<file path="config.mk">
export PLATFORM = sky130hd
export DESIGN_NAME = i2c_eeprom_responder
export DESIGN_NICKNAME = d
export VERILOG_FILES = /design/src/rtl/i2c_eeprom_pkg.sv /design/src/rtl/i2c_eeprom_ctrl.sv /design/src/rtl/i2c_eeprom_datapath.sv /design/src/rtl/i2c_eeprom_responder.sv
export SDC_FILE = /design/constraint.sdc
export NUM_CORES = 1
export LEC_CHECK = 0
export BUFFER_PORTS_ARGS = -buffer_cell sky130_fd_sc_hd__buf_2
export CAP_MARGIN = 20
export CORE_MARGIN = 2
export CORE_UTILIZATION = 50
export DETAILED_ROUTE_END_ITERATION = 7
export MAX_ROUTING_LAYER = met4
export PLACE_DENSITY = 0.66
export SLEW_MARGIN = 30
export SYNTH_ARGS = -nofsm -noshare
export SYNTH_HDL_FRONTEND = slang
export SYNTH_SLANG_ARGS = --single-unit
</file>
<file path="constraint.sdc">
create_clock -name clk -period 2.8 [get_ports clk]
set_input_delay 0.56 -clock clk [delete_from_list [all_inputs] [get_ports clk]]
set_output_delay 0.56 -clock clk [all_outputs]
set_load 0.1 [all_outputs]
</file>
<file path="src/rtl/i2c_eeprom_pkg.sv">
package i2c_eeprom_pkg;

  localparam int unsigned ROM_DATA_W = 8;
  localparam int unsigned ROM_ADDR_W = 8;
  localparam int unsigned ROM_DEPTH  = 1 << ROM_ADDR_W;

  typedef logic [ROM_DEPTH*ROM_DATA_W-1:0] romImage_t;

  // Strobes from the sequencing control to the datapath.
  typedef struct packed {
    logic store;      // latch the line levels
    logic clrCmd;     // start seen: clear command byte
    logic shiftCmd;   // take a command bit
    logic shiftAddr;  // take an address bit, shift data left
    logic loadData;   // fetch the byte at the completed address
    logic driveAck;   // force the stored data line low
    logic driveData;  // put the data register MSB on the line
  } ctrlStrobe_t;

  function automatic romImage_t defaultImage();
    romImage_t img;
    for (int i = 0; i < ROM_DEPTH; i++) begin
      img[i*ROM_DATA_W +: ROM_DATA_W] = ROM_DATA_W'((i * 37 + 90) ^ (i >> 3));
    end
    return img;
  endfunction

endpackage

</file>
<file path="src/rtl/i2c_eeprom_ctrl.sv">
module i2c_eeprom_ctrl
  import i2c_eeprom_pkg::*;
#(
  parameter int unsigned CMD_W  = 8,
  parameter int unsigned ADDR_W = 8,
  parameter int unsigned TICK_W = 5
) (
  input  logic              clk,
  input  logic              rstN,
  input  logic              updStrobe,
  input  logic              sclIn,
  input  logic              sdaIn,
  input  logic              sclQ,
  input  logic              sdaQ,
  input  logic              cmdRead,
  output ctrlStrobe_t       strobe,
  output logic [TICK_W-1:0] tickQ,
  output logic              ackPend
);

  localparam int unsigned CMD_END  = CMD_W + 1;
  localparam int unsigned ADDR_END = CMD_END + ADDR_W;
  localparam logic [TICK_W-1:0] CMD_END_T  = TICK_W'(CMD_END);
  localparam logic [TICK_W-1:0] CMD_LAST_T = TICK_W'(CMD_END - 1);
  localparam logic [TICK_W-1:0] ADDR_END_T = TICK_W'(ADDR_END);
  localparam logic [TICK_W-1:0] ADDR_LAST_T = TICK_W'(ADDR_END - 1);

  logic [TICK_W-1:0] tickNext;
  logic              ackNext;
  logic              busCond;
  logic              sclRise;
  logic              idleHold;

  assign busCond  = sclQ && sclIn && (sdaQ != sdaIn);
  assign sclRise  = !sclQ && sclIn;
  assign idleHold = (tickQ == '0) && !ackPend;

  always_comb begin
    strobe       = '0;
    strobe.store = updStrobe;
    tickNext     = tickQ;
    ackNext      = ackPend;
    if (updStrobe) begin
      if (busCond) begin
        if (!sdaIn) begin
          tickNext      = TICK_W'(1);
          strobe.clrCmd = 1'b1;
        end
      end else if (!idleHold && sclRise) begin
        if (ackPend) begin
          strobe.driveAck = 1'b1;
          ackNext         = 1'b0;
        end else if (sdaQ == sdaIn) begin
          if (tickQ < CMD_END_T) begin
            strobe.shiftCmd = 1'b1;
            tickNext        = tickQ + 1'b1;
            if (tickQ == CMD_LAST_T) ackNext = 1'b1;
          end else if (tickQ < ADDR_END_T) begin
            strobe.shiftAddr = 1'b1;
            strobe.driveData = cmdRead;
            if (tickQ == ADDR_LAST_T) begin
              strobe.loadData = 1'b1;
              ackNext         = 1'b1;
              tickNext        = '0;
            end else begin
              tickNext = tickQ + 1'b1;
            end
          end
        end
      end
    end
  end

  always_ff @(posedge clk or negedge rstN) begin
    if (!rstN) begin
      tickQ   <= '0;
      ackPend <= 1'b0;
    end else begin
      tickQ   <= tickNext;
      ackPend <= ackNext;
    end
  end

endmodule

</file>
<file path="src/rtl/i2c_eeprom_datapath.sv">
module i2c_eeprom_datapath
  import i2c_eeprom_pkg::*;
#(
  parameter int unsigned DATA_W = 8,
  parameter int unsigned ADDR_W = 8,
  parameter logic [(2**ADDR_W)*DATA_W-1:0] MEM_INIT = '0
) (
  input  logic        clk,
  input  logic        rstN,
  input  logic        sclIn,
  input  logic        sdaIn,
  input  ctrlStrobe_t strobe,
  output logic        sclQ,
  output logic        sdaQ,
  output logic        cmdRead
);

  localparam int unsigned DEPTH = 2 ** ADDR_W;

  logic [DATA_W-1:0] cmdReg;
  logic [ADDR_W-1:0] addrReg;
  logic [DATA_W-1:0] dataReg;
  logic [ADDR_W-1:0] addrNext;
  logic [DATA_W-1:0] romByte;
  logic              sdaNext;
  logic [DATA_W-1:0] romArr [DEPTH];

  for (genvar g = 0; g < DEPTH; g++) begin : gRom
    assign romArr[g] = MEM_INIT[g*DATA_W +: DATA_W];
  end

  assign addrNext = {addrReg[ADDR_W-2:0], sdaIn};
  assign romByte  = romArr[addrNext];
  assign cmdRead  = cmdReg[0];

  always_comb begin
    if (strobe.driveAck)       sdaNext = 1'b0;
    else if (strobe.driveData) sdaNext = dataReg[DATA_W-1];
    else                       sdaNext = sdaIn;
  end

  always_ff @(posedge clk or negedge rstN) begin
    if (!rstN) begin
      sclQ    <= 1'b1;
      sdaQ    <= 1'b1;
      cmdReg  <= '0;
      addrReg <= '0;
      dataReg <= '0;
    end else begin
      if (strobe.store) begin
        sclQ <= sclIn;
        sdaQ <= sdaNext;
      end
      if (strobe.clrCmd)        cmdReg <= '0;
      else if (strobe.shiftCmd) cmdReg <= {cmdReg[DATA_W-2:0], sdaIn};
      if (strobe.shiftAddr)     addrReg <= addrNext;
      if (strobe.loadData)       dataReg <= romByte;
      else if (strobe.shiftAddr) dataReg <= {dataReg[DATA_W-2:0], 1'b0};
    end
  end

endmodule

</file>
<file path="src/rtl/i2c_eeprom_responder.sv">
module i2c_eeprom_responder
  import i2c_eeprom_pkg::*;
#(
  parameter int unsigned DATA_W = ROM_DATA_W,
  parameter int unsigned ADDR_W = ROM_ADDR_W,
  parameter logic [(2**ADDR_W)*DATA_W-1:0] MEM_INIT = defaultImage()
) (
  input  logic clk,
  input  logic rstN,
  input  logic updStrobe,
  input  logic sclIn,
  input  logic sdaIn,
  output logic sdaOut
);

  localparam int unsigned TICK_LAST = DATA_W + ADDR_W;
  localparam int unsigned TICK_W    = $clog2(TICK_LAST + 2);

  ctrlStrobe_t       strobe;
  logic              sclLine;
  logic              sdaLine;
  logic              cmdRead;
  logic [TICK_W-1:0] tickCnt;
  logic              ackPend;

  i2c_eeprom_ctrl #(
    .CMD_W (DATA_W),
    .ADDR_W(ADDR_W),
    .TICK_W(TICK_W)
  ) uCtrl (
    .clk      (clk),
    .rstN     (rstN),
    .updStrobe(updStrobe),
    .sclIn    (sclIn),
    .sdaIn    (sdaIn),
    .sclQ     (sclLine),
    .sdaQ     (sdaLine),
    .cmdRead  (cmdRead),
    .strobe   (strobe),
    .tickQ    (tickCnt),
    .ackPend  (ackPend)
  );

  i2c_eeprom_datapath #(
    .DATA_W  (DATA_W),
    .ADDR_W  (ADDR_W),
    .MEM_INIT(MEM_INIT)
  ) uData (
    .clk    (clk),
    .rstN   (rstN),
    .sclIn  (sclIn),
    .sdaIn  (sdaIn),
    .strobe (strobe),
    .sclQ   (sclLine),
    .sdaQ   (sdaLine),
    .cmdRead(cmdRead)
  );

  assign sdaOut = sdaLine;

endmodule

</file>
# Yosys cells after proc, flatten, opt, wreduce, memory -nomap -nowiden

Memory sizes are Yosys's and may differ from the RTL's.
Index checks and enable logic that the tools add are counted.

Bits in registers: 24
Bits in latches: 0
Memory bits (writable): 0
Bits in read-only memories: 2048
Bits of input ports: 5
Output and inout bits: 1
Word-level logic and storage cells: 73
Memories kept: 1

Add/sub/neg operators: 1
Multipliers: 0
Div/mod/pow operators: 0
$lt $le $gt $ge: 3
Equality and inequality tests: 6
Shift-type cells: 0
Mux-type cells: 37
Bitwise operators: 2
Reductions and logical operators: 16

Memories:

| memory          | words | width | read ports | clocked after Yosys merged registers in | write ports | line                      | source |
|---|---|---|---|---|---|---|---|
| (no name shown) | 256   | 8     | 1          | 0                                       | 0           | i2c_eeprom_datapath.sv:33 | `assign romByte = romArr[addrNext];` |

Operators with widths:

| kind                                                                          | number |
|---|---|
| 5-bit two-way mux                                                             | 10 |
| 8-bit two-way mux                                                             | 4 |
| 1-bit two-way mux                                                             | 18 |
| 9-bit >= comparator (second input constant)                                   | 1 |
| 8-bit inverter with 9-bit output                                              | 1 |
| 2-bit nonzero test                                                            | 4 |
| 3-bit two-way mux                                                             | 2 |
| 6-bit two-way mux                                                             | 1 |
| 6-bit AND reduction                                                           | 1 |
| 5-bit by 1-bit adder with 5-bit output (second input constant)                | 1 |
| 5-bit by 4-bit == test with 1-bit output (second input constant)              | 1 |
| 5-bit == test (second input constant)                                         | 1 |
| 1-bit logical AND                                                             | 5 |
| 5-bit zero test                                                               | 1 |
| 5-bit by 4-bit less-than comparator with 1-bit output (second input constant) | 1 |
| 5-bit less-than comparator (second input constant)                            | 1 |
| 2-bit two-way mux                                                             | 2 |
| 2-bit != test (second input constant)                                         | 2 |
| 1-bit zero test                                                               | 3 |
| 3-bit AND reduction                                                           | 1 |
| 3-bit nonzero test                                                            | 1 |
| 1-bit == test                                                                 | 1 |
| 1-bit != test                                                                 | 1 |
| 1-bit inverter                                                                | 1 |

# Logic depth before layout (Yosys ltp)

Gate-level depths: netlist of the first run.

Depth after elaboration: 11
Gate-level depth with buffers: 10
Mapped depth without buffers: 8

# Hierarchy

A second synthesis of the first run with hierarchy kept.

Cells, all modules: 277
Area, all modules: 2297.2 µm²

Modules (own cells, without submodules):

| module              | times used | cells each | area an instance (µm²) | sequential area each (µm²) |
|---|---|---|---|---|
| i2c_eeprom_datapath | 1          | 222        | 1799.2                 | 452.9 |
| i2c_eeprom_ctrl     | 1          | 55         | 498.0                  | 150.1 |

# Worst setup path before layout of the first run

OpenSTA, ideal clock, no wires.

Path type: register -> register
From: register uData.addrReg[0]
To: register uData.dataReg[7]
Setup time: 0.077 ns
Arrival: 2.283 ns
Required time: 2.723 ns
Slack: 0.440 ns
Stages on the path, launching flop included: 11
Buffers on the path: 2
Period minus slack after synthesis: 2.360 ns
Cells stage by stage: dfrtp_1 -> clkbuf_1 -> inv_1 -> ha_1 -> buf_2 -> nand2b_1 -> and3_1 -> o31a_1 -> a21boi_0 -> o31a_1 -> a21oi_1

Word-level cells in the longest chain between the ends: 5

RTL lines:

| what                                                   | line                      | source |
|---|---|---|
| start, declared                                        | i2c_eeprom_datapath.sv:21 | `logic [ADDR_W-1:0] addrReg;` |
| start signal, assigned                                 | i2c_eeprom_datapath.sv:56 | `if (strobe.shiftAddr) addrReg <= addrNext;` |
| 8-bit inverter with 9-bit output (not written as such) | i2c_eeprom_datapath.sv:33 |  |
| memory 256 x 8 bit                                     | n/a                       |  |
| 8-bit two-way mux (not written as such) (2 in a row)   | i2c_eeprom_datapath.sv:33 |  |
| 8-bit two-way mux                                      | i2c_eeprom_datapath.sv:57 | `if (strobe.loadData) dataReg <= romByte;` |
| end signal, assigned                                   | i2c_eeprom_datapath.sv:57 |  |
| end signal, assigned                                   | i2c_eeprom_datapath.sv:58 | `else if (strobe.shiftAddr) dataReg <= {dataReg[DATA_W-2:0], 1'b0};` |
| end, declared                                          | i2c_eeprom_datapath.sv:22 | `logic [DATA_W-1:0] dataReg;` |

No other way between the ends. The select of a mux whose other input is x is not followed.
A chain may end at the register's enable or synchronous reset.

# Worst setup path after layout of the first run

From: input sdaIn
To: register uData.dataReg[6]

Word-level cells in the longest chain between the ends: 7
Elaborated cells on any way between the ends: 14
Classes of those cells: eq/ne (2); mux (8); bitwise (1); reduce/logical (2); memory (1)

RTL lines:

| what                                                       | line                       | source |
|---|---|---|
| start, declared                                            | i2c_eeprom_responder.sv:12 | `input logic sdaIn,` |
| branches (longest 7 deep; another with memory 256 x 8 bit) | n/a                        |  |

Parallel ways; which one is timed is not known. The select of a mux whose other input is x is not followed.

==> results.py, run 1 <==
metrics = {
    "yosys": {
        "syn_nets": 302,
        "synth-seq-cells": 24,
        "synth.most_common_cell": "nand2_1",
        "synth_area_leaders": "dfrtp_1 (25%), ha_1 (5.6%), o21ai_0 (5.4%), nand2_1 (5.2%), a21oi_1 (3.8%)",
        "synth-xor-area-share": 0.0275,
        "synth_area_mm2": 0.00223,
        "synth_cell_type_count": 59,
        "muxShareOfSynthArea": 0.0420,
        "synth-edff-count": 0,
        "yosys.area_share.simple": 0.220,
        "synth_top_family_by_area": "compound AO/OA/AOI/OAI gates",
        "synthFlopType": "dfrtp_1",
        "yosysTopAreaCell": "dfrtp_1",
        "synth_fa_ha_area_frac": 0.0560,
        "yosysTopAreaCellShare": 0.246,
        "synthArstFlopShare": 1.00,
        "synth.yosys.warnings": 0,
        "synth_commonest_cells": "nand2_1 (31), o21ai_0 (24), dfrtp_1 (22), a21oi_1 (17), buf_2 (15)",
        "synth_cells": 287,
        "seq_area_frac_synth": 0.270,
        "syn_avg_cell_area_um2": 7.78,
        "synth-compound-area-share": 0.314,
    },
    "cells_and_area": {
        "multiInputGateArea_mm2": 0.00147,
        "fillers": 432,
        "regArea_um2": 603,
        "nets": 296,
        "drive_above_1_share": 0.0929,
        "syn_to_final_growth_pct": 3.53,
        "diodes": 0,
    },
    "cts": {
        "cts-root-buf": "clkbuf_8",
        "cts_setup_buffers": 0,
        "cts.clk_slew.worst_paths_ns": 0.09,
        "cts_resized": 0,
        "cts_made_buffers": 3,
        "cts_tree": "built",
        "clockBufferDepth": 2,
        "postCtsHoldBufs": 0,
        "cts_sinks": 24,
        "worstSkewPairLatency_ns": 0.27,
        "htreeDepth": 1,
    },
    "route": {
        "vias_per_cell": 6.30,
        "drtIter0Drc": 161,
        "first_pass_iters": 4,
        "num_vias": 2093,
        "wl_per_cell_um": 15.8,
        "drc": 0,
        "wirelength_mm": 5.24,
        "ant_nets": 0,
    },
    "power": {
        "ir_worst_vdd_mv": 0.694,
        "p_leak_uw": 0.000930,
        "powerDensity_mw_per_mm2": 1060,
    },
    "grt": {
        "antenna_found_initial": 0,
        "globalRouteOverflowTotal": 0,
        "grt_max_degree": 45,
        "grt_pass1_vias": 1798,
        "grt_first_pass_wirelength_mm": 8.80,
        "track_usage": 0.221,
    },
    "sta": {
        "slew_headroom": 0.488,
        "tns_ns": 0,
        "post-route-period-util": 0.813,
        "finalHoldViolations": 0,
        "rsz0062_at_grt": "no",
        "worst_pin_slew_ns": 0.768,
        "setup-violations-final": 0,
        "hold_ws_ns": 0.268,
        "max_freq_ghz": 0.439,
        "fin_crit_ns": 2.28,
        "maxSlewViolCount": 0,
        "clock_skew_ns": 0.0115,
    },
    "setup_path": {
        "path_class": "primary input to register",
        "path_buf_inv": 2,
        "critPathMaxFanout": 9,
        "cpLargestDelayFamily": "compound AO/OA/AOI/OAI gates",
        "start_kind": "primary input",
        "slowest_stage": "ha_1",
        "crit_start": "sdaIn",
        "crit_required_ns": 2.94,
        "path_cells": "buf_2, inv_1, ha_1, nor2_1, nand3b_1, a21oi_1, a2111oi_0, a311o_1, o21ai_1",
        "cpPeakStageDelay_ns": 0.44,
        "r2r_start": "uData.addrReg[0]",
        "cp-end-kind": "register",
        "arrival_ns": 2.42,
    },
    "floorplan": {
        "rows": 24,
        "die_h_um": 70.8,
        "die_w_um": 70.8,
        "die_area_mm2": 0.00502,
        "io_pins": 6,
        "core_mm2": 0.00432,
        "initial_core_util": 0.516,
    },
    "place": {
        "hpwl_mm": 3.79,
        "io_buffers": 5,
        "gp_congestion": 0.962,
    },
    "job": {
        "drv_cap": 0,
    },
    "hold_path": {
        "hp-class": "primary input to async pin",
    },
    "run_status": {
        "status": "complete, no violations",
    },
}
## layout by cell type, fill, tap and decap left out, drive strengths merged, types with 4 or more instances in the layout
cell,count
nand2,32
nor2b,11
clkbuf,4
o211ai,8
nor3,4
o21ai,29
ha,10
mux2i,6
nand3b,4
nand2b,8
nor2,11
a31oi,6
xor2,4
a21oi,17
inv,13
o22ai,5
a21o,5
dfrtp,22
buf,12
nand3,13
## metrics by stage
stage / utilization / std cells / total power (uW) / instance area [um2] / setup WS (ns)
3_5_place_dp: 0.524 / 328 / 2220 / 2270 / 0.297
2_1_floorplan: - / 287 / 1900 / 2230 / 0.440
5_1_grt: 0.535 / 332 / 2680 / 2310 / 0.382
4_1_cts: 0.535 / 332 / 2440 / 2310 / 0.575
3_3_place_gp: 0.524 / 328 / 2230 / 2270 / 0.332
6_report: 0.535 / 332 / 2450 / 2310 / 0.524
## power breakdown
group | total, uW | switching (uW) | leakage, uW | internal [uW]
logic | 1550 | 927 | 0.000616 | 627
clock network | 206 | 105 | 0.0000228 | 102
registers | 690 | 208 | 0.000291 | 482
total | 2450 | 1240 | 0.000930 | 1210
## worst register-to-register path, cell delays in order, from the launching register on
cell	delay (ns)
dfrtp_1	0.38
inv_1	0.24
ha_1	0.42
nand2b_1	0.13
and3_1	0.20
o31a_1	0.28
a221oi_1	0.28
a311o_1	0.17
a21oi_1	0.06
## routing by layer
layer,vias to the layer above,wire (um),GRT usage
met1,974,2540,0.324
li1,1043,-,-
met4,0,37,0.0398
met3,8,310,0.0427
met5,-,0,-
met2,68,2360,0.321
## flip-flops by register name, indices dropped and copies added (netlist names)
signal / count
uData.dataReg: 8
uData.addrReg: 7
uCtrl.tickQ: 5
uCtrl.ackPend: 1
uData.cmdReg: 1
uData.sclQ: 1
uData.sdaQ: 1
## kinds of logic (layout without fill, tap and decap cells)
family | count (synthesis) | in the layout
flip-flops | 24 | 24
buffers and inverters | 36 | 29
AND/OR/NAND/NOR | 96 | 96
AO/OA/AOI/OAI | 105 | 105
multiplexers | 9 | 9
adder cells (fa/ha/maj) | 10 | 10
XOR/XNOR | 7 | 7
## worst paths after layout
| path | slack, ns | cells past startpoint | endpoint |
|---|---|---|---|
| setup reg to reg | 0.55 | 8 | uData.dataReg[7] |
| max in group asynchronous | 2.15 | 1 | uData.sdaQ |
| min in group clk | 0.50 | 2 | uData.sdaQ |
| setup / recovery | 0.52 | 9 | uData.dataReg[6] |
| hold / removal | 0.27 | 1 | uData.addrReg[6] |
| hold reg to reg | 0.50 | 2 | uData.sdaQ |
## area by class of cell
| cell class | count | area share |
|---|---|---|
| timing repair buffer | 12 | 0.0335 |
| tap | 52 | 0.0281 |
| sequential | 24 | 0.261 |
| clock buffer | 4 | 0.0195 |
| multi-input combinational | 227 | 0.637 |
| inverter | 13 | 0.0211 |
(Power assumes the default switching activity.)
==> run 2: changes to the inputs <==
--- a/config.mk
+++ b/config.mk
@@ -5,6 +5,7 @@
 export SDC_FILE = /design/constraint.sdc
 export NUM_CORES = 1
 export LEC_CHECK = 0
+export ABC_AREA = 1
 export BUFFER_PORTS_ARGS = -buffer_cell sky130_fd_sc_hd__buf_2
 export CAP_MARGIN = 20
 export CORE_MARGIN = 2
==> constraint.sdc (replaced) <==
create_clock -name clk -period 2.3 [get_ports clk]
set_input_delay 0.46 -clock clk [delete_from_list [all_inputs] [get_ports clk]]
set_output_delay 0.46 -clock clk [all_outputs]
set_load 0.1 [all_outputs]
==> run 2 against run 1 <==
  * Clock skew shrank 0.010 ns
  * Area after synthesis shrank 2.6%
  * Final area shrank 1.9%
  * Global-route usage shrank 0.24 points
  * Synthesized cell count grew 16%
  * Register-to-register slack lost 0.24 ns
  * Sequential power shrank 8.1%
  * Worst hold slack lost 0.094 ns
  * Via count shrank 1.8%
==> results.py, run 2 <==
metrics = {
    "place": {
        "place_inst": 383,
        "io_buffers": 5,
        "place_ws_ns": 0.261,
        "hpwl_mm": 3.85,
        "gp_congestion": 0.940,
    },
    "yosys": {
        "synth_cells": 334,
        "synth-seq-cells": 24,
        "synth-edff-count": 0,
        "synthArstFlopShare": 1.00,
        "syn_avg_cell_area_um2": 6.51,
        "yosysTopAreaCell": "dfrtp_1",
        "synth.most_common_cell": "nand2_1",
        "synth.yosys.warnings": 0,
        "synth_area_leaders": "dfrtp_1 (25%), nand2_1 (21%), nand3_1 (6.0%), ha_1 (5.8%), nor2_1 (5.0%)",
        "syn_nets": 349,
        "seq_area_frac_synth": 0.277,
        "synth_area_mm2": 0.00217,
        "synth_commonest_cells": "nand2_1 (121), nor2_1 (29), nand3_1 (26), inv_1 (24), dfrtp_1 (22)",
        "synthFlopType": "dfrtp_1",
        "yosysTopAreaCellShare": 0.253,
        "synth_cell_type_count": 37,
    },
    "grt": {
        "track_usage": 0.218,
        "grt_pass1_vias": 1804,
        "grt_max_degree": 25,
        "antenna_found_initial": 0,
        "grt_first_pass_wirelength_mm": 8.45,
        "globalRouteOverflowTotal": 0,
    },
    "setup_path": {
        "path_buf_inv": 1,
        "cpPeakStageDelay_ns": 0.42,
        "start_kind": "register",
        "critPathMaxFanout": 17,
        "cp-end-kind": "register",
        "slowest_stage": "dfrtp_1",
        "arrival_ns": 2.19,
        "cpLargestDelayFamily": "simple AND/OR/NAND/NOR gates",
        "rrSetupSlack_ns": 0.31,
        "path_cells": "inv_1, ha_1, nand2_2, nor2_2, nand3_2, nand3_1, nor2_2, nand3_2, nor2_1, nand2_1, nand2_1",
        "path_class": "register to register",
        "crit_required_ns": 2.50,
    },
    "floorplan": {
        "initial_core_util": 0.532,
        "die_h_um": 70.0,
        "core_mm2": 0.00409,
        "rows": 23,
        "die_area_mm2": 0.00489,
        "die_w_um": 70.0,
        "io_pins": 6,
    },
    "cells_and_area": {
        "largestRegisters": "uData.dataReg x8, uData.addrReg x7, uCtrl.tickQ x5",
        "largest_reg_flops": 8,
        "drive_above_1_share": 0.136,
        "diodes": 0,
        "regMostFlops": "uData.dataReg",
        "mostFrequentLayoutCells": "nand2_1 (121), nor2_1 (29), nand3_1 (26)",
        "nets": 353,
        "syn_to_final_growth_pct": 4.26,
        "fin_cells": 387,
        "final_common_cell": "nand2_1",
    },
    "cts": {
        "postCtsHoldBufs": 0,
        "cts-root-buf": "clkbuf_8",
        "clockBufferDepth": 2,
        "cts.clk_slew.worst_paths_ns": 0.08,
        "cts_setup_buffers": 0,
        "cts_resized": 0,
        "worstSkewPairLatency_ns": 0.26,
        "cts_made_buffers": 3,
        "cts_tree": "built",
        "cts_sinks": 24,
        "htreeDepth": 1,
    },
    "job": {
        "drv_cap": 0,
    },
    "route": {
        "drc": 0,
        "num_vias": 2056,
        "wirelength_mm": 4.96,
        "ant_nets": 0,
        "drtIter0Drc": 150,
        "first_pass_iters": 4,
        "wl_per_cell_um": 12.8,
        "vias_per_cell": 5.31,
    },
    "sta": {
        "maxSlewViolCount": 0,
        "setup-violations-final": 0,
        "slew_headroom": 0.640,
        "rsz0062_at_grt": "no",
        "setup_slack_ns": 0.314,
        "tns_ns": 0,
        "max_freq_ghz": 0.504,
        "post-route-period-util": 0.863,
        "finalHoldViolations": 0,
        "clock_skew_ns": 0.00119,
        "fin_crit_ns": 1.99,
        "worst_pin_slew_ns": 0.540,
    },
    "power": {
        "powerDensity_mw_per_mm2": 968,
        "p_leak_uw": 0.00114,
        "ir_worst_vdd_mv": 0.576,
    },
    "hold_path": {
        "hp-class": "primary input to async pin",
    },
    "run_status": {
        "status": "complete, no violations",
    },
}
run 2: cell types whose count changed in the layout (fill, tap and decap cells not counted), moves of 6 or more:
cell	delta
inv_1	+12
nor2_1	+18
nand2b_1	-8
nor2b_1	-11
o21ai_0	-11
o21ai_2	+7
mux2i_1	-6
nand2_1	+90
nand3_1	+13
run 2: through the flow:
stage | total power [uW] | cell area [um2] | utilization | hold WS (ns)
2_1_floorplan | 1680 | 2170 | - | 0.164
3_3_place_gp | 1930 | 2220 | 0.544 | 0.464
3_5_place_dp | 1940 | 2220 | 0.544 | 0.472
4_1_cts | 2200 | 2270 | 0.555 | 0.194
5_1_grt | 2420 | 2270 | 0.555 | 0.221
6_report | 2190 | 2270 | 0.555 | 0.173
run 2: cell families after synthesis:
kind of cell | share of synthesized area
fa+ha+maj | 0.0575
simple gates | 0.406
buf+inv | 0.0926
flops | 0.277
compound gates | 0.143
xor+xnor | 0.0236
run 2: cell type report:
cell class / instances / area [um2]
Timing Repair Buffer: 11 / 70.1
Clock buffer: 4 / 45.0
Sequential cell: 24 / 603
Multi-Input combinational cell: 267 / 1370
Fill cell: 388 / 1820
Tap cell: 50 / 62.6
Inverter: 31 / 116
run 2: report_power, final:
group	total, uW	switching [uW]	internal (uW)
Sequential	634	105	529
Clock	248	125	123
Combinational	1310	862	451
run 2: routing by layer:
metal  vias to the layer above  track usage  routed length, um
met5                         -            -                  0
met4                         0       0.0385                 26
met3                         2       0.0303                253
met2                        48        0.330               2230
met1                       923        0.315               2450
li1                       1083            -                  -
run 2: final timing paths:
| check | start | endpoint | depth (start not counted) |
|---|---|---|---|
| setup / recovery | uCtrl.tickQ[0] | uData.dataReg[7] | 11 |
| hold / removal | rstN | uData.dataReg[7] | 1 |
| setup reg to reg | uCtrl.tickQ[0] | uData.dataReg[7] | 11 |
| hold reg to reg | uData.dataReg[1] | uData.dataReg[1] | 2 |
| max in group asynchronous | rstN | uData.sdaQ | 1 |
| min in group clk | updStrobe | uData.sclQ | 2 |
run 2: worst reg2reg max path, cell delays in order, from the launching register on:
cell and delay, ns:
dfrtp_1 0.42, inv_1 0.09, ha_1 0.22, nand2_2 0.09, nor2_2 0.05, nand3_2 0.07
nand3_1 0.10, nor2_2 0.15, nand3_2 0.36, nor2_1 0.24, nand2_1 0.08, nand2_1 0.06
